--- src/rtl/dsm2_pkg.sv ---
package dsm2_pkg;

    // Number of cascaded integrators in the loop.
    localparam int NSTAGE = 2;

    // Decision state of the one-bit quantizer; the encoding is the output bit.
    typedef enum logic {
        Q_LOW  = 1'b0,
        Q_HIGH = 1'b1
    } qstate_e;

endpackage

--- src/rtl/dsm2_integrator.sv ---
module dsm2_integrator #(
    parameter int ACC_W = 24
) (
    input  logic                    clk,
    input  logic                    rst,
    input  logic                    en,
    input  logic signed [ACC_W-1:0] din,
    input  logic signed [ACC_W-1:0] fb,
    output logic signed [ACC_W-1:0] acc_q,
    output logic signed [ACC_W-1:0] acc_d
);

    // Two guard bits hold the sum of three ACC_W-bit terms exactly.
    localparam int SUM_W = ACC_W + 2;
    localparam logic signed [SUM_W-1:0] SAT_HI = {{3{1'b0}}, {(ACC_W-1){1'b1}}};
    localparam logic signed [SUM_W-1:0] SAT_LO = {{3{1'b1}}, {(ACC_W-1){1'b0}}};

    logic signed [SUM_W-1:0] sum;

    always_comb begin
        sum = SUM_W'(acc_q) + SUM_W'(din) - SUM_W'(fb);
        if (sum > SAT_HI) begin
            acc_d = SAT_HI[ACC_W-1:0];
        end else if (sum < SAT_LO) begin
            acc_d = SAT_LO[ACC_W-1:0];
        end else begin
            acc_d = sum[ACC_W-1:0];
        end
    end

    always_ff @(posedge clk) begin
        if (rst) begin
            acc_q <= '0;
        end else if (en) begin
            acc_q <= acc_d;
        end
    end

endmodule

--- src/rtl/dsm2_quantizer.sv ---
module dsm2_quantizer
    import dsm2_pkg::*;
#(
    parameter int ACC_W  = 24,
    parameter int FB_MAG = 40960
) (
    input  logic                    clk,
    input  logic                    rst,
    input  logic                    en,
    input  logic signed [ACC_W-1:0] decide,
    output logic                    bit_out,
    output logic signed [ACC_W-1:0] fb_level
);

    localparam logic signed [ACC_W-1:0] LVL_POS = ACC_W'(FB_MAG);
    localparam logic signed [ACC_W-1:0] LVL_NEG = -LVL_POS;

    qstate_e state_q;
    qstate_e state_d;
    logic    non_neg;

    assign non_neg = ~decide[ACC_W-1];

    // Next state: RISE, FALL or HOLD.
    always_comb begin
        state_d = state_q;
        unique case (state_q)
            Q_LOW:  if (non_neg)  state_d = Q_HIGH;
            Q_HIGH: if (!non_neg) state_d = Q_LOW;
        endcase
    end

    // State register; it moves only on strobed cycles.
    always_ff @(posedge clk) begin
        if (rst) begin
            state_q <= Q_LOW;
        end else if (en) begin
            state_q <= state_d;
        end
    end

    // Outputs: the stream bit and the feedback level it selects.
    always_comb begin
        unique case (state_q)
            Q_LOW: begin
                bit_out  = 1'b0;
                fb_level = LVL_NEG;
            end
            Q_HIGH: begin
                bit_out  = 1'b1;
                fb_level = LVL_POS;
            end
        endcase
    end

endmodule

--- src/rtl/dsm2_modulator.sv ---
module dsm2_modulator
    import dsm2_pkg::*;
#(
    parameter int IN_W  = 16,
    parameter int ACC_W = 24
) (
    input  logic                   clk,
    input  logic                   rst,
    input  logic                   ce,
    input  logic signed [IN_W-1:0] sample_in,
    output logic                   density_out
);

    // Feedback magnitude: 1.25 times the input full scale 2^(IN_W-1).
    localparam int FB_MAG = 5 << (IN_W - 3);

    logic signed [ACC_W-1:0] fb_level;
    logic signed [ACC_W-1:0] stage_in [NSTAGE];
    logic signed [ACC_W-1:0] acc_q    [NSTAGE];
    logic signed [ACC_W-1:0] acc_d    [NSTAGE];

    generate
        for (genvar g = 0; g < NSTAGE; g++) begin : g_stage
            if (g == 0) begin : g_head
                assign stage_in[g] = ACC_W'(sample_in);
            end else begin : g_tail
                // The updated value of the stage before feeds this one in the same cycle.
                assign stage_in[g] = acc_d[g-1];
            end

            dsm2_integrator #(
                .ACC_W (ACC_W)
            ) u_int (
                .clk   (clk),
                .rst   (rst),
                .en    (ce),
                .din   (stage_in[g]),
                .fb    (fb_level),
                .acc_q (acc_q[g]),
                .acc_d (acc_d[g])
            );
        end
    endgenerate

    dsm2_quantizer #(
        .ACC_W  (ACC_W),
        .FB_MAG (FB_MAG)
    ) u_quant (
        .clk      (clk),
        .rst      (rst),
        .en       (ce),
        .decide   (acc_d[NSTAGE-1]),
        .bit_out  (density_out),
        .fb_level (fb_level)
    );

endmodule

--- config.mk ---
export PLATFORM = sky130hd
export DESIGN_NAME = dsm2_modulator
export DESIGN_NICKNAME = d
export VERILOG_FILES = /design/src/rtl/dsm2_pkg.sv /design/src/rtl/dsm2_integrator.sv /design/src/rtl/dsm2_quantizer.sv /design/src/rtl/dsm2_modulator.sv
export SDC_FILE = /design/constraint.sdc
export NUM_CORES = 1
export LEC_CHECK = 0
export BUFFER_PORTS_ARGS = -buffer_cell sky130_fd_sc_hd__buf_2
export CAP_MARGIN = 20
export CORE_ASPECT_RATIO = 2
export CORE_MARGIN = 4
export CORE_UTILIZATION = 35
export DETAILED_ROUTE_END_ITERATION = 7
export GPL_ROUTABILITY_DRIVEN = 0
export PLACE_DENSITY = 0.5
export SLEW_MARGIN = 20
export SYNTH_ARGS = -nofsm -noshare
export SYNTH_HDL_FRONTEND = slang
export SYNTH_SLANG_ARGS = --single-unit
--- constraint.sdc ---
create_clock -name clk -period 8.2 [get_ports clk]
set_input_delay 1.23 -clock clk [delete_from_list [all_inputs] [get_ports clk]]
set_output_delay 1.23 -clock clk [all_outputs]
set_load 0.005 [all_outputs]
==> run summary <==
clock-pin slew on the worst setup and hold paths = 0.07 ns
hold depth = 2
first-pass GRT wire length = 26200 µm
clock sink count = 49
Worst Path Required = 8.41 ns
Synth top area share = 0.165
drt first pass iters = 6
Clk Latency, worst-skew pair = 0.30 ns
postcts setup bufs = 0
setup violators final = 0
most common cell after layout, fill and taps aside = inv_1
vias in the first global route = 5458
gr ovfl total = 0
area delta synth->final = 8.10%
gr usage total = 0.169
DRC viols = 0
htree depth = 2
Critical Path Most Common Cell = inv_1
Via density = 5.36
antenna-violating nets left = 0
layout cells sized above 1 = 0.115
clock tree buffer depth = 2
Die H = 192 µm
Mapped Nets = 872
post-route cell area = 6430 µm²
DIE WIDTH = 100 µm
Worst path slowest cell = fa_1
CTS hold repair buffers = 0
crit path launch type = input pin
Syn Inst Count = 757
worst r2r src = u_quant.state_q
diodes inserted = 0
largest net degree at the start of global routing = 58
Post-synth EDFFs = 0
post-place setup slack = 0.431 ns
Ys Warns = 0
Crit Path Category = in -> reg
outcome = complete, no violations
R2R Setup Slk = 1.35 ns
Detailed Place HPWL = 12900 µm
worst min path class = reg -> reg
Avg WL per Cell = 16.1 µm
Reg-to-Reg End = g_stage[1].u_int.acc_q[18]
CTS Buf Count = 5
Final Max Slew Viols = 0
clock skew = 0.00690 ns
hold slack = 0.487 ns
cell taking the most area after synthesis = dfxtp_1
top_reg_cell synth = dfxtp_1
crit path capture type = flop
CP Data Arrival Time = 7.66 ns
total die area = 19300 µm²
Fmax = 134 MHz
Slew headroom = 0.530
hold worst-path end = g_stage[1].u_int.acc_q[9]
TritonCTS clock tree = built
I/O pin count = 20
Final Hold Fails = 0
Syn Std Cell Area = 5940 µm²
Area contributors post-synth = dfxtp_1 17%, ha_1 16%, inv_1 7.6%
setup ws final = 0.745 ns
clock root cell = clkbuf_16
commonest non-fill, non-tap cells in the layout = 121 x inv_1, 76 x ha_1, 66 x a21oi_1
fin crit period = 7.45 ns
maxcap violations = 0
final setup TNS = 0 ns
Initial DRC Count = 191
synth unique cells = 77
DRT Wirelength = 15600 µm
PostCTS Resize Cnt = 0
Starting Density = 0.355
Syn Area/Cell = 7.85 µm²
worst slew pin tran = 0.706 ns
DR vias = 5216
PortBufs = 19
Crit Path Max Fanout = 42
Hold Crit Start = g_stage[1].u_int.acc_q[9]
period utilization = 0.909
Seq/Total Area, Yosys = 0.165
Post-DP Area = 6250 µm²
RSZ-0062 raised after global routing = false
antenna violations before repair = 0
core area = 16800 µm²
Reg2Reg Depth = 24
crit-path max cell delay = 0.54 ns
final net count = 881
row cnt = 67
flop and latch count out of synthesis = 49
FFs w/ async S/R, synth = 0
[worst max path at each step]
| stage | from | end | slack (ns) | cells past startpoint |
|---|---|---|---|---|
| floorplan | u_quant.state_q | g_stage[1].u_int.acc_q[20] | 1.28 | 26 |
| global placement | sample_in[15] | g_stage[1].u_int.acc_q[4] | 0.54 | 25 |
| detailed placement | sample_in[15] | g_stage[1].u_int.acc_q[4] | 0.43 | 25 |
| CTS | sample_in[15] | g_stage[1].u_int.acc_q[18] | 0.73 | 25 |
| global route | sample_in[15] | g_stage[1].u_int.acc_q[8] | 0.22 | 25 |
| finish | sample_in[15] | g_stage[1].u_int.acc_q[18] | 0.75 | 25 |
[cell usage after synthesis, types with 3 or more instances]
cell type	n
nor2b_1	7
o21ai_0	23
buf_6	3
a311oi_2	17
nor3_1	14
and2_1	3
a21o_1	19
a211oi_1	8
a221oi_2	5
xor2_1	6
a311oi_1	4
nand4_1	6
a21boi_0	3
fa_1	20
a31oi_1	9
nand2_1	65
nor2_1	64
a221oi_1	9
buf_2	5
buf_4	3
inv_1	121
o21ai_1	3
o31ai_1	4
or3_1	4
and3_1	4
o31a_1	3
a21oi_2	4
or2_2	4
xnor2_1	25
a21oi_1	66
clkbuf_1	16
ha_1	76
o32ai_1	3
nand3b_1	3
o21a_1	8
nand3_1	17
nand2b_1	7
dfxtp_1	49
[stage by stage]
| stage | utilization | std cells |
|---|---|---|
| 2_1_floorplan | - | 757 |
| 3_3_place_gp | 0.373 | 966 |
| 3_5_place_dp | 0.373 | 966 |
| 4_1_cts | 0.383 | 974 |
| 5_1_grt | 0.383 | 974 |
| 6_report | 0.383 | 974 |
[sequential cells by signal, indices dropped and copies added, names as in the netlist]
register             count
g_stage.u_int.acc_q     48
u_quant.state_q          1
[cell type report]
class                           instances  area [µm²]
Clock buffer                            5         125
Inverter                              121         454
Tap cell                              207         259
Sequential cell                        49         981
Timing Repair Buffer                   32         205
Fill cell                            1773       10300
Multi-Input combinational cell        557        4360
Clock inverter                          3        46.3
[worst max-delay path: cells and delay by family]
| kind | cells | cell delay [ns] |
|---|---|---|
| AOI/OAI and AO/OA | 13 | 3.00 |
| adders and majority gates | 4 | 1.76 |
| buffers and inverters | 5 | 0.77 |
| and+or+nand+nor | 3 | 0.89 |
[kinds of logic (layout without fill, tap and decap cells)]
family,Yosys count,after routing,share of synthesized area
AOI/OAI and AO/OA,220,220,0.294
DFF,49,49,0.165
muxes,1,1,0.00168
and+or+nand+nor,208,208,0.161
buffers and inverters,151,161,0.102
adders and majority gates,96,96,0.227
xor gates and xnor gates,32,32,0.0484
[metal layers]
layer | up-vias | share of wire | GRT usage
li1 | 2668 | - | -
met1 | 2415 | 0.38 | 0.172
met2 | 95 | 0.55 | 0.331
met3 | 38 | 0.017 | 0.00904
met4 | 0 | 0.053 | 0.0950
met5 | - | 0 | 0
Power is not shown: default switching activity piles up to over one toggle a cycle in this logic, so the estimate is an artifact.
